[config.mk]
export PLATFORM = sky130hd
export DESIGN_NAME = sram_async_ctrl
export DESIGN_NICKNAME = d
export VERILOG_FILES = /design/src/rtl/sram_async_ctrl.sv
export SDC_FILE = /design/constraint.sdc
export NUM_CORES = 1
export LEC_CHECK = 0
export BUFFER_PORTS_ARGS = -buffer_cell sky130_fd_sc_hd__buf_2
export CAP_MARGIN = 20
export CORE_ASPECT_RATIO = 0.8
export CORE_MARGIN = 2
export CORE_UTILIZATION = 50
export CTS_BUF_LIST = sky130_fd_sc_hd__clkbuf_8
export DETAILED_ROUTE_END_ITERATION = 6
export MAX_ROUTING_LAYER = met4
export PLACE_DENSITY = 0.85
export SYNTH_ARGS = -nofsm -noshare
export SYNTH_HDL_FRONTEND = slang
export SYNTH_SLANG_ARGS = --single-unit
[constraint.sdc]
create_clock -name clk -period 2 [get_ports clk]
set_input_delay 0.4 -clock clk [delete_from_list [all_inputs] [get_ports clk]]
set_output_delay 0.4 -clock clk [all_outputs]
set_load 0.01 [all_outputs]
[src/rtl/sram_async_ctrl.sv]
module sram_async_ctrl #(
  parameter int ADDR_W        = 17,
  parameter int DATA_W        = 8,
  parameter int CLK_PERIOD_NS = 8,
  parameter int T_RC_NS       = 70,
  parameter int T_AA_NS       = 70,
  parameter int T_OE_NS       = 35,
  parameter int T_WP_NS       = 50,
  parameter int T_AW_NS       = 60,
  parameter int T_DW_NS       = 30,
  parameter int T_WC_NS       = 70,
  parameter int T_HZ_NS       = 25
) (
  input  logic              clk,
  input  logic              rst_n,
  input  logic              req_valid,
  output logic              req_ready,
  input  logic              req_write,
  input  logic [ADDR_W-1:0] req_addr,
  input  logic [DATA_W-1:0] req_wdata,
  output logic              rsp_valid,
  output logic [DATA_W-1:0] rsp_rdata,
  output logic [ADDR_W-1:0] mem_addr,
  output logic              mem_ce_n,
  output logic              mem_ce,
  output logic              mem_oe_n,
  output logic              mem_we_n,
  output logic [DATA_W-1:0] mem_dq_out,
  output logic              mem_dq_oe,
  input  logic [DATA_W-1:0] mem_dq_in
);
  localparam int P      = CLK_PERIOD_NS;
  localparam int C_RC   = (T_RC_NS + P - 1) / P;
  localparam int C_AA   = (T_AA_NS + P - 1) / P;
  localparam int C_OE   = (T_OE_NS + P - 1) / P;
  localparam int C_WP   = (T_WP_NS + P - 1) / P;
  localparam int C_AW   = (T_AW_NS + P - 1) / P;
  localparam int C_DW   = (T_DW_NS + P - 1) / P;
  localparam int C_WC   = (T_WC_NS + P - 1) / P;
  localparam int C_HZ   = (T_HZ_NS + P - 1) / P;
  localparam int RD_A   = (C_AA > C_OE) ? C_AA : C_OE;
  localparam int RD_B   = (RD_A > C_RC) ? RD_A : C_RC;
  localparam int RD_CYC = (RD_B > 1) ? RD_B : 1;
  localparam int WP_A   = (C_WP > C_AW) ? C_WP : C_AW;
  localparam int WP_B   = (WP_A > C_DW) ? WP_A : C_DW;
  localparam int WP_CYC = (WP_B > 1) ? WP_B : 1;
  localparam int HD_CYC = (C_WC > WP_CYC + 1) ? (C_WC - WP_CYC) : 1;
  localparam int HZ_CYC = (C_HZ > 1) ? C_HZ : 1;
  localparam int MX_A   = (RD_CYC > WP_CYC) ? RD_CYC : WP_CYC;
  localparam int MX_B   = (HD_CYC > HZ_CYC) ? HD_CYC : HZ_CYC;
  localparam int MX_CYC = (MX_A > MX_B) ? MX_A : MX_B;
  localparam int CNT_W  = $clog2(MX_CYC + 1);

  typedef enum logic [2:0] {S_IDLE, S_RD_WAIT, S_WR_PULSE, S_WR_HOLD, S_TURN} state_t;

  state_t           state;
  logic [CNT_W-1:0] cnt;
  logic             sel;

  wire cnt_done = (cnt == '0);

  assign req_ready = (state == S_IDLE);
  assign mem_ce_n  = ~sel;
  assign mem_ce    = sel;

  always_ff @(posedge clk or negedge rst_n) begin
    if (!rst_n) begin
      state      <= S_IDLE;
      cnt        <= '0;
      sel        <= 1'b0;
      mem_oe_n   <= 1'b1;
      mem_we_n   <= 1'b1;
      mem_dq_oe  <= 1'b0;
      mem_addr   <= '0;
      mem_dq_out <= '0;
      rsp_valid  <= 1'b0;
      rsp_rdata  <= '0;
    end else begin
      rsp_valid <= 1'b0;
      case (state)
        S_IDLE: if (req_valid) begin
          mem_addr <= req_addr;
          sel      <= 1'b1;
          if (req_write) begin
            mem_we_n   <= 1'b0;
            mem_dq_oe  <= 1'b1;
            mem_dq_out <= req_wdata;
            cnt        <= CNT_W'(WP_CYC - 1);
            state      <= S_WR_PULSE;
          end else begin
            mem_oe_n <= 1'b0;
            cnt      <= CNT_W'(RD_CYC - 1);
            state    <= S_RD_WAIT;
          end
        end
        S_RD_WAIT: if (cnt_done) begin
          rsp_rdata <= mem_dq_in;
          rsp_valid <= 1'b1;
          mem_oe_n  <= 1'b1;
          sel       <= 1'b0;
          cnt       <= CNT_W'(HZ_CYC - 1);
          state     <= S_TURN;
        end else cnt <= cnt - 1'b1;
        S_WR_PULSE: if (cnt_done) begin
          mem_we_n <= 1'b1;
          cnt      <= CNT_W'(HD_CYC - 1);
          state    <= S_WR_HOLD;
        end else cnt <= cnt - 1'b1;
        S_WR_HOLD: if (cnt_done) begin
          sel       <= 1'b0;
          mem_dq_oe <= 1'b0;
          state     <= S_IDLE;
        end else cnt <= cnt - 1'b1;
        S_TURN: if (cnt_done) state <= S_IDLE;
                else cnt <= cnt - 1'b1;
        default: state <= S_IDLE;
      endcase
    end
  end
endmodule

==> key figures <==
Flow run
  • Max-cap viol count: 0

Synthesis
  • Top cell type's share of synthesized area: 53.38%
  • Post-Synth Simple-Gate Area: 10.74%
  • Leading area contributor after synthesis: dfrtp_1
  • Mux cell area share after synthesis: 18.44%
  • Mean Syn Cell Area: 12.52 µm²
  • Synth Net Count: 200
  • Adder-cell share of the synthesized area: 1.800%
  • Distinct cells, synth: 39
  • FFs w/ async S/R, synth: 100.0%
  • Flops & latches, synth: 45
  • Compound-Gate Fraction of Synth Area: 10.12%
  • Top FF cell, synth: dfrtp_1
  • Main combinational cell family by area after synthesis: multiplexers
  • Synth Area in XOR/XNOR: 0%
  • Mapped Cells: 161
  • Post-synthesis sequential area ratio: 55.99%
  • Post-synth EDFFs: 0
  • Top cells by area, synth: dfrtp_1, mux2_1, dfstp_2
  • Ys Warns: 0
  • Cell Area, Synth: 2016 µm²

Global route
  • Gr busiest metal: met2
  • Largest net degree at the start of global routing: 46
  • Total global routing overflow: 0
  • First-pass GRT wire length: 6989 µm
  • Initial antenna violation count: 0
  • GR Util met1: 26.52%
  • Global-route met3 utilization: 5.482%
  • Gr usage total: 21.24%
  • Met2 Track Usage GR: 35.09%
  • Number of global-route vias before repair: 1570

CTS
  • Longest Clk Path Bufs: 2
  • CTS Hold Bufs: 0
  • Post-CTS sizing: 0
  • Worst-skew pair later-pin latency: 0.29 ns
  • CTS H-tree depth: 2
  • Clk root buf: clkbuf_8
  • TritonCTS buffer count: 5
  • CTS sink cnt: 45
  • TritonCTS clock tree: built
  • Post-CTS setup buffer count: 0
  • Clock-pin slew on the worst setup and hold paths: 0.09 ns

STA
  • Min Tclk post-route: 1.829 ns
  • Fmax: 546.9 MHz
  • Worst-Margin Slew: 0.5416 ns
  • Final slew viol count: 0
  • Worst slew margin: 63.89%
  • Crit share post-route: 91.43%
  • Skew final: 0.008925 ns
  • RSZ-0062 raised after global routing: false
  • Setup tns final: 0 ns
  • Final Hold Fails: 0
  • Hold WS: 0.1693 ns
  • Final setup fails: 0

Setup path
  • Worst stage delay on the critical path: 0.42 ns
  • Crit-path cells: inv_1, ha_1, or3b_4, maj3_2, o21ai_2, o221ai_1
  • RR Startpoint: cnt[0]$_DFFE_PN0P_
  • Crit path kind: flop to flop
  • Crit path buf inv count: 1
  • WP data arrival: 1.99 ns
  • Critical Path RT: 2.16 ns
  • Critical-path top delay cell: dfrtp_1
  • CP startpoint: cnt[0]$_DFFE_PN0P_
  • Crit. End Element: flop
  • Maximum net fanout on the critical path: 6
  • CP startpoint kind: flop
  • Top delay family on crit path: adder cells

Route
  • DRT antenna net count: 0
  • Via density: 5.033
  • DRC viols: 0
  • Number of DRC markers in iteration 0: 142
  • Vias: 1520
  • Routed len/inst: 13.88 µm
  • DRT Wirelength: 4193 µm
  • Pre-antenna DRT Iters: 4

Floorplanning
  • Starting density of the core: 52.65%
  • Row count: 20
  • Chip width: 74.99 µm
  • Die area: 4558 µm²
  • Ports: 77
  • Die Span Y: 60.79 µm
  • Core box area: 3829 µm²

Layout
  • ANT cells: 0
  • Layout cell share with drive strength beyond 1: 42.11%
  • Final std cells w/o fill: 302
  • Final nets: 285
  • FF+latch area: 1129 µm²
  • Most frequent cells in the layout: buf_2, dfrtp_1, mux2_1
  • Area added between synthesis and finish: 28.24%
  • Commonest non-fill, non-tap cell in the layout: buf_2
  • Area of the multi-input gates: 830.8 µm²
  • Filler cell count in the final layout: 277

Power and ir drop
  • Leak Pwr: 1.359 nW
  • Peak VDD IR: 806.4 µV
  • Power per Cell Area: 1386 nW/µm²

Placement
  • Placed Cells: 294
  • I/O Buffers: 76
  • RePlAce Congestion: 0.8827
  • Dpl hpwl: 3188 µm

Min path
  • Min-Delay Path Class: input pin to async pin

Outcome
  • Outcome: completed
routing by layer:
| layer | part of all wire (%) | vias to the layer above |
|---|---|---|
| met2 | 47 | 55 |
| met5 | 0 | - |
| met1 | 46 | 726 |
| met4 | 0.74 | 0 |
| li1 | - | 735 |
| met3 | 6.5 | 4 |
cell usage after synthesis, types with 3 or more instances:
library cell,count
inv_1,7
mux2_1,33
dfrtp_1,43
nand2_1,7
o221ai_1,3
nor2_1,8
a21oi_1,9
o21ai_0,6
nand2b_1,4
sequential cells by signal (all words and copies together) (netlist names):
register and cells:
mem_ce 1, state 3, mem_addr 17, rsp_rdata 8, rsp_valid 1, mem_we_n 1, mem_oe_n 1, mem_dq_out 8
cnt 4, mem_dq_oe 1
worst paths after layout:
kind                                             end  slack (ns)  depth (start not counted)
hold / removal              rsp_rdata[2]$_DFFE_PN0P_        0.17                          2
max in group asynchronous       mem_we_n$_DFFE_PN1P_        1.45                          2
setup / recovery                  cnt[2]$_DFFE_PN0P_        0.17                          6
hold reg to reg              mem_addr[0]$_DFFE_PN0P_        0.48                          1
setup reg to reg                  cnt[2]$_DFFE_PN0P_        0.17                          6
min in group clk           mem_dq_out[1]$_DFFE_PN0P_        0.31                          2
per-stage QoR:
step	power (mW)	area (µm²)	utilization (%)	worst slack, ns
6_report	3.584	2585	67.52	0.1714
5_1_grt	3.847	2585	67.52	0.05594
4_1_cts	3.599	2582	67.45	0.1336
3_5_place_dp	3.037	2492	65.10	0.1366
3_3_place_gp	2.973	2492	65.10	0.2028
2_1_floorplan	2.426	2016	-	0.2166
where the power goes:
group,total [mW],switching [mW],internal (mW)
sequential,1.56,0.237,1.32
clock,0.563,0.315,0.248
combinational,1.46,0.749,0.715
total,3.58,1.30,2.28
kinds of logic (layout without fill, tap and decap cells):
group	count (synthesis)	count (layout)
flops	45	45
buf+inv	13	99
simple gates	36	36
compound gates	31	31
fa+ha+maj	3	3
mux	33	33
cell type report:
cell class | count | area share, %
clock buffers | 5 | 2.662
clock inverters | 3 | 0.8228
inverters | 7 | 1.016
multi-input cells | 103 | 32.14
flip-flops and latches | 45 | 43.66
well taps | 55 | 2.662
repair buffers | 84 | 17.04
No activity file was read; power rests on OpenSTA's default activity.
